`src/rtl/msg_ack_pkg.sv`:
```
package msg_ack_pkg;
  localparam int NUM_PORTS = 2;

  typedef enum logic [1:0] {ST_IDLE, ST_SEND, ST_WAIT, ST_DONE} txState_t;

  typedef struct packed {
    logic clrAck;
    logic armAck;
  } ackStrobe_t;
endpackage

```
`src/rtl/msg_ack_ctrl.sv`:
```
module msg_ack_ctrl
  import msg_ack_pkg::*;
(
  input  logic       clk,
  input  logic       rstN,
  input  logic       active,
  input  logic       txStart,
  input  logic       txDone,
  input  logic       allDone,
  output ackStrobe_t strobe,
  output logic       txReady,
  output logic       txSent
);
  txState_t state;

  always_comb begin
    strobe.clrAck = active && txStart;
    strobe.armAck = active && (state == ST_WAIT);
  end

  always_ff @(posedge clk) begin
    if (!rstN || !active) begin
      state   <= ST_IDLE;
      txReady <= 1'b0;
      txSent  <= 1'b0;
    end else begin
      txSent <= 1'b0;
      if (txStart) begin
        state   <= ST_SEND;
        txReady <= 1'b0;
      end else begin
        case (state)
          ST_SEND: if (txDone) begin
            txSent <= 1'b1;
            state  <= ST_WAIT;
          end
          ST_WAIT: if (allDone) begin
            txReady <= 1'b1;
            state   <= ST_DONE;
          end
          default: ;
        endcase
      end
    end
  end

  // the sent flag is a single-cycle pulse
  a_r3_sent_one_cycle: assert property (@(posedge clk) disable iff (!rstN)
    txSent |=> !txSent);
  // nothing is flagged while the channel is disabled
  a_r10_idle_quiet: assert property (@(posedge clk) disable iff (!rstN)
    !active |=> (!txReady && !txSent));
  // a start drops the ready flag
  a_r2_start_clears: assert property (@(posedge clk) disable iff (!rstN)
    (active && txStart) |=> !txReady);
endmodule

```
`src/rtl/msg_ack_path.sv`:
```
module msg_ack_path
  import msg_ack_pkg::*;
#(
  parameter int SIG_LINES = 2,
  parameter int SEL_W     = 1
) (
  input  logic                                  clk,
  input  logic                                  rstN,
  input  logic [NUM_PORTS-1:0]                  en,
  input  logic [NUM_PORTS-1:0][SEL_W-1:0]       sel,
  input  logic [NUM_PORTS-1:0][SIG_LINES-1:0]   sig,
  input  ackStrobe_t                            strobe,
  input  logic [NUM_PORTS-1:0]                  rxArrive,
  input  logic [NUM_PORTS-1:0]                  rxTake,
  output logic                                  allDone,
  output logic [NUM_PORTS-1:0]                  rxFull
);
  logic [NUM_PORTS-1:0] portOk;

  for (genvar p = 0; p < NUM_PORTS; p++) begin : g_port
    logic [SIG_LINES-1:0] prevSig;
    logic                 edgeHit;
    logic                 seen;

    assign edgeHit  = sig[p][sel[p]] && !prevSig[sel[p]];
    assign portOk[p] = !en[p] || seen || (edgeHit && strobe.armAck);

    always_ff @(posedge clk) begin
      if (!rstN) prevSig <= '0;
      else       prevSig <= sig[p];
    end

    always_ff @(posedge clk) begin
      if (!rstN || strobe.clrAck || !en[p]) seen <= 1'b0;
      else if (strobe.armAck && edgeHit)    seen <= 1'b1;
    end

    always_ff @(posedge clk) begin
      if (!rstN || !en[p])  rxFull[p] <= 1'b0;
      else if (rxArrive[p]) rxFull[p] <= 1'b1;
      else if (rxTake[p])   rxFull[p] <= 1'b0;
    end

    // a disabled port never shows a full buffer
    a_r11_full_held_low: assert property (@(posedge clk) disable iff (!rstN)
      !en[p] |=> !rxFull[p]);
    // a confirmation is only recorded while armed
    a_r8_ack_needs_arm: assert property (@(posedge clk) disable iff (!rstN)
      $rose(seen) |-> $past(strobe.armAck));
  end

  assign allDone = &portOk;
endmodule

```
`src/rtl/msg_ack_tracker.sv`:
```
module msg_ack_tracker
  import msg_ack_pkg::*;
#(
  parameter int SIG_LINES = 2,
  localparam int SEL_W = (SIG_LINES > 1) ? $clog2(SIG_LINES) : 1
) (
  input  logic                 clk,
  input  logic                 rstN,
  input  logic                 enA,
  input  logic                 enB,
  input  logic [SEL_W-1:0]     selA,
  input  logic [SEL_W-1:0]     selB,
  input  logic [SIG_LINES-1:0] sigA,
  input  logic [SIG_LINES-1:0] sigB,
  input  logic                 txStart,
  input  logic                 txDone,
  input  logic                 rxArriveA,
  input  logic                 rxArriveB,
  input  logic                 rxTakeA,
  input  logic                 rxTakeB,
  output logic                 txReady,
  output logic                 txSent,
  output logic                 rxFullA,
  output logic                 rxFullB
);
  ackStrobe_t           strobe;
  logic                 allDone;
  logic [NUM_PORTS-1:0] fullVec;

  msg_ack_ctrl u_ctrl (
    .clk     (clk),
    .rstN    (rstN),
    .active  (enA || enB),
    .txStart (txStart),
    .txDone  (txDone),
    .allDone (allDone),
    .strobe  (strobe),
    .txReady (txReady),
    .txSent  (txSent)
  );

  msg_ack_path #(.SIG_LINES(SIG_LINES), .SEL_W(SEL_W)) u_path (
    .clk      (clk),
    .rstN     (rstN),
    .en       ({enB, enA}),
    .sel      ({selB, selA}),
    .sig      ({sigB, sigA}),
    .strobe   (strobe),
    .rxArrive ({rxArriveB, rxArriveA}),
    .rxTake   ({rxTakeB, rxTakeA}),
    .allDone  (allDone),
    .rxFull   (fullVec)
  );

  assign rxFullA = fullVec[0];
  assign rxFullB = fullVec[1];
endmodule

```
`config.mk`:
```
export PLATFORM = sky130hd
export DESIGN_NAME = msg_ack_tracker
export DESIGN_NICKNAME = d
export VERILOG_FILES = /design/src/rtl/msg_ack_pkg.sv /design/src/rtl/msg_ack_ctrl.sv /design/src/rtl/msg_ack_path.sv /design/src/rtl/msg_ack_tracker.sv
export SDC_FILE = /design/constraint.sdc
export NUM_CORES = 1
export LEC_CHECK = 0
export BUFFER_PORTS_ARGS = -buffer_cell sky130_fd_sc_hd__buf_2
export CAP_MARGIN = 30
export CORE_AREA = 2 2 39 41
export CTS_BUF_LIST = sky130_fd_sc_hd__clkbuf_4 sky130_fd_sc_hd__clkbuf_8
export CTS_CLUSTER_DIAMETER = 60
export CTS_CLUSTER_SIZE = 25
export DETAILED_ROUTE_END_ITERATION = 10
export DIE_AREA = 0 0 41 43
export PLACE_DENSITY = 0.64
export SYNTH_ARGS = -nofsm -noshare
export SYNTH_HDL_FRONTEND = slang
export SYNTH_HIERARCHICAL = 1
export SYNTH_SLANG_ARGS = --single-unit
```
`constraint.sdc`:
```
create_clock -name clk -period 4.1 [get_ports clk]
set_input_delay 0.41 -clock clk [delete_from_list [all_inputs] [get_ports clk]]
set_output_delay 0.41 -clock clk [all_outputs]
set_load 0.005 [all_outputs]
```
==> Implementation_results.wiki <==
{| class="wikitable"
! Metric !! Value
|-
| Via density || 5.047
|-
| Full die area || 1763 um2
|-
| Data required time of the critical path || 4250 ps
|-
| Slowest cell on crit path || sky130_fd_sc_hd__a311oi_1
|-
| Synth Area in XOR/XNOR || 0%
|-
| Post-CTS setup buffers || 0
|-
| Final period util || 46.75%
|-
| Final critical-path required period || 1917 ps
|-
| Ports placed on the boundary || 20
|-
| Clk Latency, worst-skew pair || 260 ps
|-
| WS Path Type || in -> reg
|-
| Worst min path class || in -> reg
|-
| Transition time of the tightest slew-check pin || 328.2 ps
|-
| Seq/Total Area, Yosys || 51.61%
|-
| Register-to-register setup slack || 2310 ps
|-
| Number of violations of the max-capacitance limit || 0
|-
| Gates resized, CTS repair || 0
|-
| Die extent in y || 43 um
|-
| Layout area overhead || 29.57%
|-
| Critical Path Sink Type || flip-flop
|-
| Max Slew Vio Count || 0
|-
| Maximum number of pins on one net before global-route repair || 10
|-
| CP cell instances || buf_2 > or2_1 > and3b_2 > and4b_1 > a311oi_1 > a22oi_1 > a211oi_1 > a211oi_1
|-
| Number of failing hold endpoints at the final stage || 0
|-
| Post-route DRC || 0
|-
| Final std cells w/o fill || 85
|-
| Simple-Gate Fraction of Synth Area || 33.33%
|-
| Routed vias || 429
|-
| Wire length of the first global-routing pass || 1462 um
|-
| Initial drt markers || 4
|-
| Routability Congestion || 0.7588
|-
| Most common library cell in the layout ignoring fill and taps || sky130_fd_sc_hd__buf_2
|-
| Internal cell power || 165.4 uW
|-
| Number of buffers inserted by hold repair at cts || 0
|-
| Multiplexer fraction of the synthesized cell area || 0%
|-
| Die W || 41 um
|-
| Sw Ratio || 22.07%
|-
| RSZ-0062 raised after global routing || no
|-
| IR Drop Worst-Case VDD || 0.0001406 V
|-
| Clock sink count || 12
|-
| Placeable Area || 1384 um2
|-
| Lkg Pwr || 0.0002803 uW
|-
| Adder-cell share of the synthesized area || 0%
|-
| Total negative slack for setup checks || 0 ps
|-
| Most frequent cells in the layout || sky130_fd_sc_hd__buf_2, sky130_fd_sc_hd__dfxtp_1, sky130_fd_sc_hd__nand2_1, sky130_fd_sc_hd__nor2_1, sky130_fd_sc_hd__and2_1
|-
| Share of the synthesized area in compound gates (AO/OA/AOI/OAI) || 12.63%
|-
| Upper clock frequency limit || 521.8 MHz
|-
| TritonCTS buffer count || 3
|-
| Avg Cell Area, Syn || 9.903 um2
|-
| Wire per inst || 10.94 um
|-
| HPWL after detailed placement || 693.4 um
|-
| Cells after synthesis || 47
|-
| Remaining antenna violation count after routing || 0
|-
| Warnings, synthesis || 6
|-
| DP Cell Count || 82
|-
| Worst slew margin relative to its limit || 77.97%
|-
| Number of buffers on the longest clock path || 2
|-
| ANT cells || 0
|-
| Number of flip-flops and latches in the synthesized netlist || 12
|-
| Synth Net Count || 63
|-
| Fraction of power consumed by sequential logic || 57.6%
|-
| Number of fill cells in the layout || 152
|-
| Routed wire length || 930 um
|-
| Share of cells above drive strength 1 || 36.23%
|-
| Number of placement rows || 14
|-
| Combined global-route utilization of all metal layers || 12.80%
|-
| Leading area contributor after synthesis || sky130_fd_sc_hd__dfxtp_1
|-
| Clock-pin transition on the worst setup and hold timing paths || 70 ps
|-
| Dominant combinational cell family by area after synthesis || simple AND/OR/NAND/NOR gates
|-
| Run status || completed
|-
| Sum of overflow across all layers after global routing || 0
|-
| Power Dens Cells || 352.0 nW/um2
|-
| Number of detailed-routing iterations run before antenna repair || 4
|-
| Final worst clock skew || 1.512 ps
|-
| Cell occurring most often along the worst timing path || sky130_fd_sc_hd__a211oi_1
|-
| Post-route worst setup slack || 2183 ps
|-
| Fraction of power consumed by the clock network || 32.6%
|-
| Mapped Area || 465.4 um2
|-
| Worst setup timing slack at the placement stage || 1926 ps
|-
| Proportion of netlist area held by the largest area contributor || 51.61%
|-
| Max FO, Critical Path || 4
|-
| TritonCTS clock tree || built
|-
| Initial core utilization || 33.63%
|-
| Distinct cell type count after synthesis || 19
|-
| Top post-synthesis cells by area || sky130_fd_sc_hd__dfxtp_1, sky130_fd_sc_hd__and2_1, sky130_fd_sc_hd__and4b_1, sky130_fd_sc_hd__nor4bb_1, sky130_fd_sc_hd__a21oi_1
|-
| Combinational share of power || 9.8%
|-
| Critical Path Max Stage Delay || 330 ps
|-
| Type of element launching the critical path || primary input
|-
| Setup Viol. Count Final || 0
|-
| Final nets || 87
|-
| Net switching power || 46.85 uW
|-
| Via count of the first global-routing pass || 360
|-
| Initial antenna violation count || 0
|-
| IO buf count || 19
|-
| H-tree level count || 1
|-
| Root Buffer Master || sky130_fd_sc_hd__clkbuf_4
|-
| Arrival time of the worst setup path || 2060 ps
|}
## worst max-delay path, delay by kind of cell
family                 cells  cell delay, ps
AO/OA/AOI/OAI              4             830
buffers and inverters      1             120
AND/OR/NAND/NOR            3             700
## sequential cells by signal, indices dropped and copies added (netlist names)
| signal | cells |
|---|---|
| u_path/g_port.prevSig | 4 |
| u_ctrl/state | 2 |
| u_path/g_port.seen | 2 |
| u_path/rxFull | 2 |
| u_ctrl/txReady | 1 |
| u_ctrl/txSent | 1 |
## metrics by stage
| step | total power (uW) | instance area (um2) | util [%] | hold WS, ps |
|---|---|---|---|---|
| detailed placement | 145.8 | 580.6 | 41.95 | 454.5 |
| floorplan | 133.3 | 465.4 | - | 444.2 |
| global route | 224.4 | 603.1 | 43.58 | 344.5 |
| global placement | 145.2 | 580.6 | 41.95 | 455.9 |
| CTS | 216.6 | 603.1 | 43.58 | 346.2 |
| finish | 212.3 | 603.1 | 43.58 | 352.6 |
## cell type report
class	count	area (um2)	area share, %
clock buffer	3	22.52	3.734
inverter	3	11.26	1.867
multi-input combinational	32	214.0	35.48
sequential	12	240.2	39.83
tap	16	20.02	3.320
timing repair buffer	19	95.09	15.77
## synth_stat cells, drive strengths merged
cell / number
and3b: 1
or2: 1
and2: 5
dfxtp: 12
and4bb: 1
a211oi: 3
a22oi: 1
inv: 3
a21oi: 3
nand3b: 1
nor3: 2
nand2: 4
nor4bb: 2
nor2: 4
a311oi: 1
and4b: 2
nor4: 1
## kinds of logic after synthesis
kind of cell / after synthesis
flip-flops: 12
buffers and inverters: 3
AO/OA/AOI/OAI: 8
AND/OR/NAND/NOR: 24
## final timing paths
path | endpoint | start | cells after the start
max | u_ctrl/state[0]$_SDFFE_PP0P_ | enB | 8
min reg2reg | u_ctrl/txReady$_SDFFE_PP0P_ | u_ctrl/txReady$_SDFFE_PP0P_ | 2
min | u_path/rxFull[0]$_SDFFE_PP0P_ | rxArriveA | 3
max reg2reg | u_ctrl/state[0]$_SDFFE_PP0P_ | u_ctrl/state[0]$_SDFFE_PP0P_ | 6
## routing by layer
| layer | vias up | wire (um) | part of all wire, % | track usage (%) |
|---|---|---|---|---|
| met4 | 0 | 14 | 1.5 | 12.00 |
| met3 | 2 | 71 | 7.6 | 3.141 |
| li1 | 213 | - | - | - |
| met2 | 15 | 427 | 46 | 16.88 |
| met1 | 199 | 416 | 45 | 15.96 |
| met5 | - | 0 | 0 | 0 |
## power groups by stage
stage                     Clock, uW  Sequential [uW]  Combinational (uW)
final                          69.2              122                20.9
after global routing           78.2              122                23.8
after CTS                      73.4              122                21.1
after detailed placement          0              125                21.0
after global placement            0              125                20.3
after floorplan                   0              125                8.74
(Power assumes the default switching activity.)
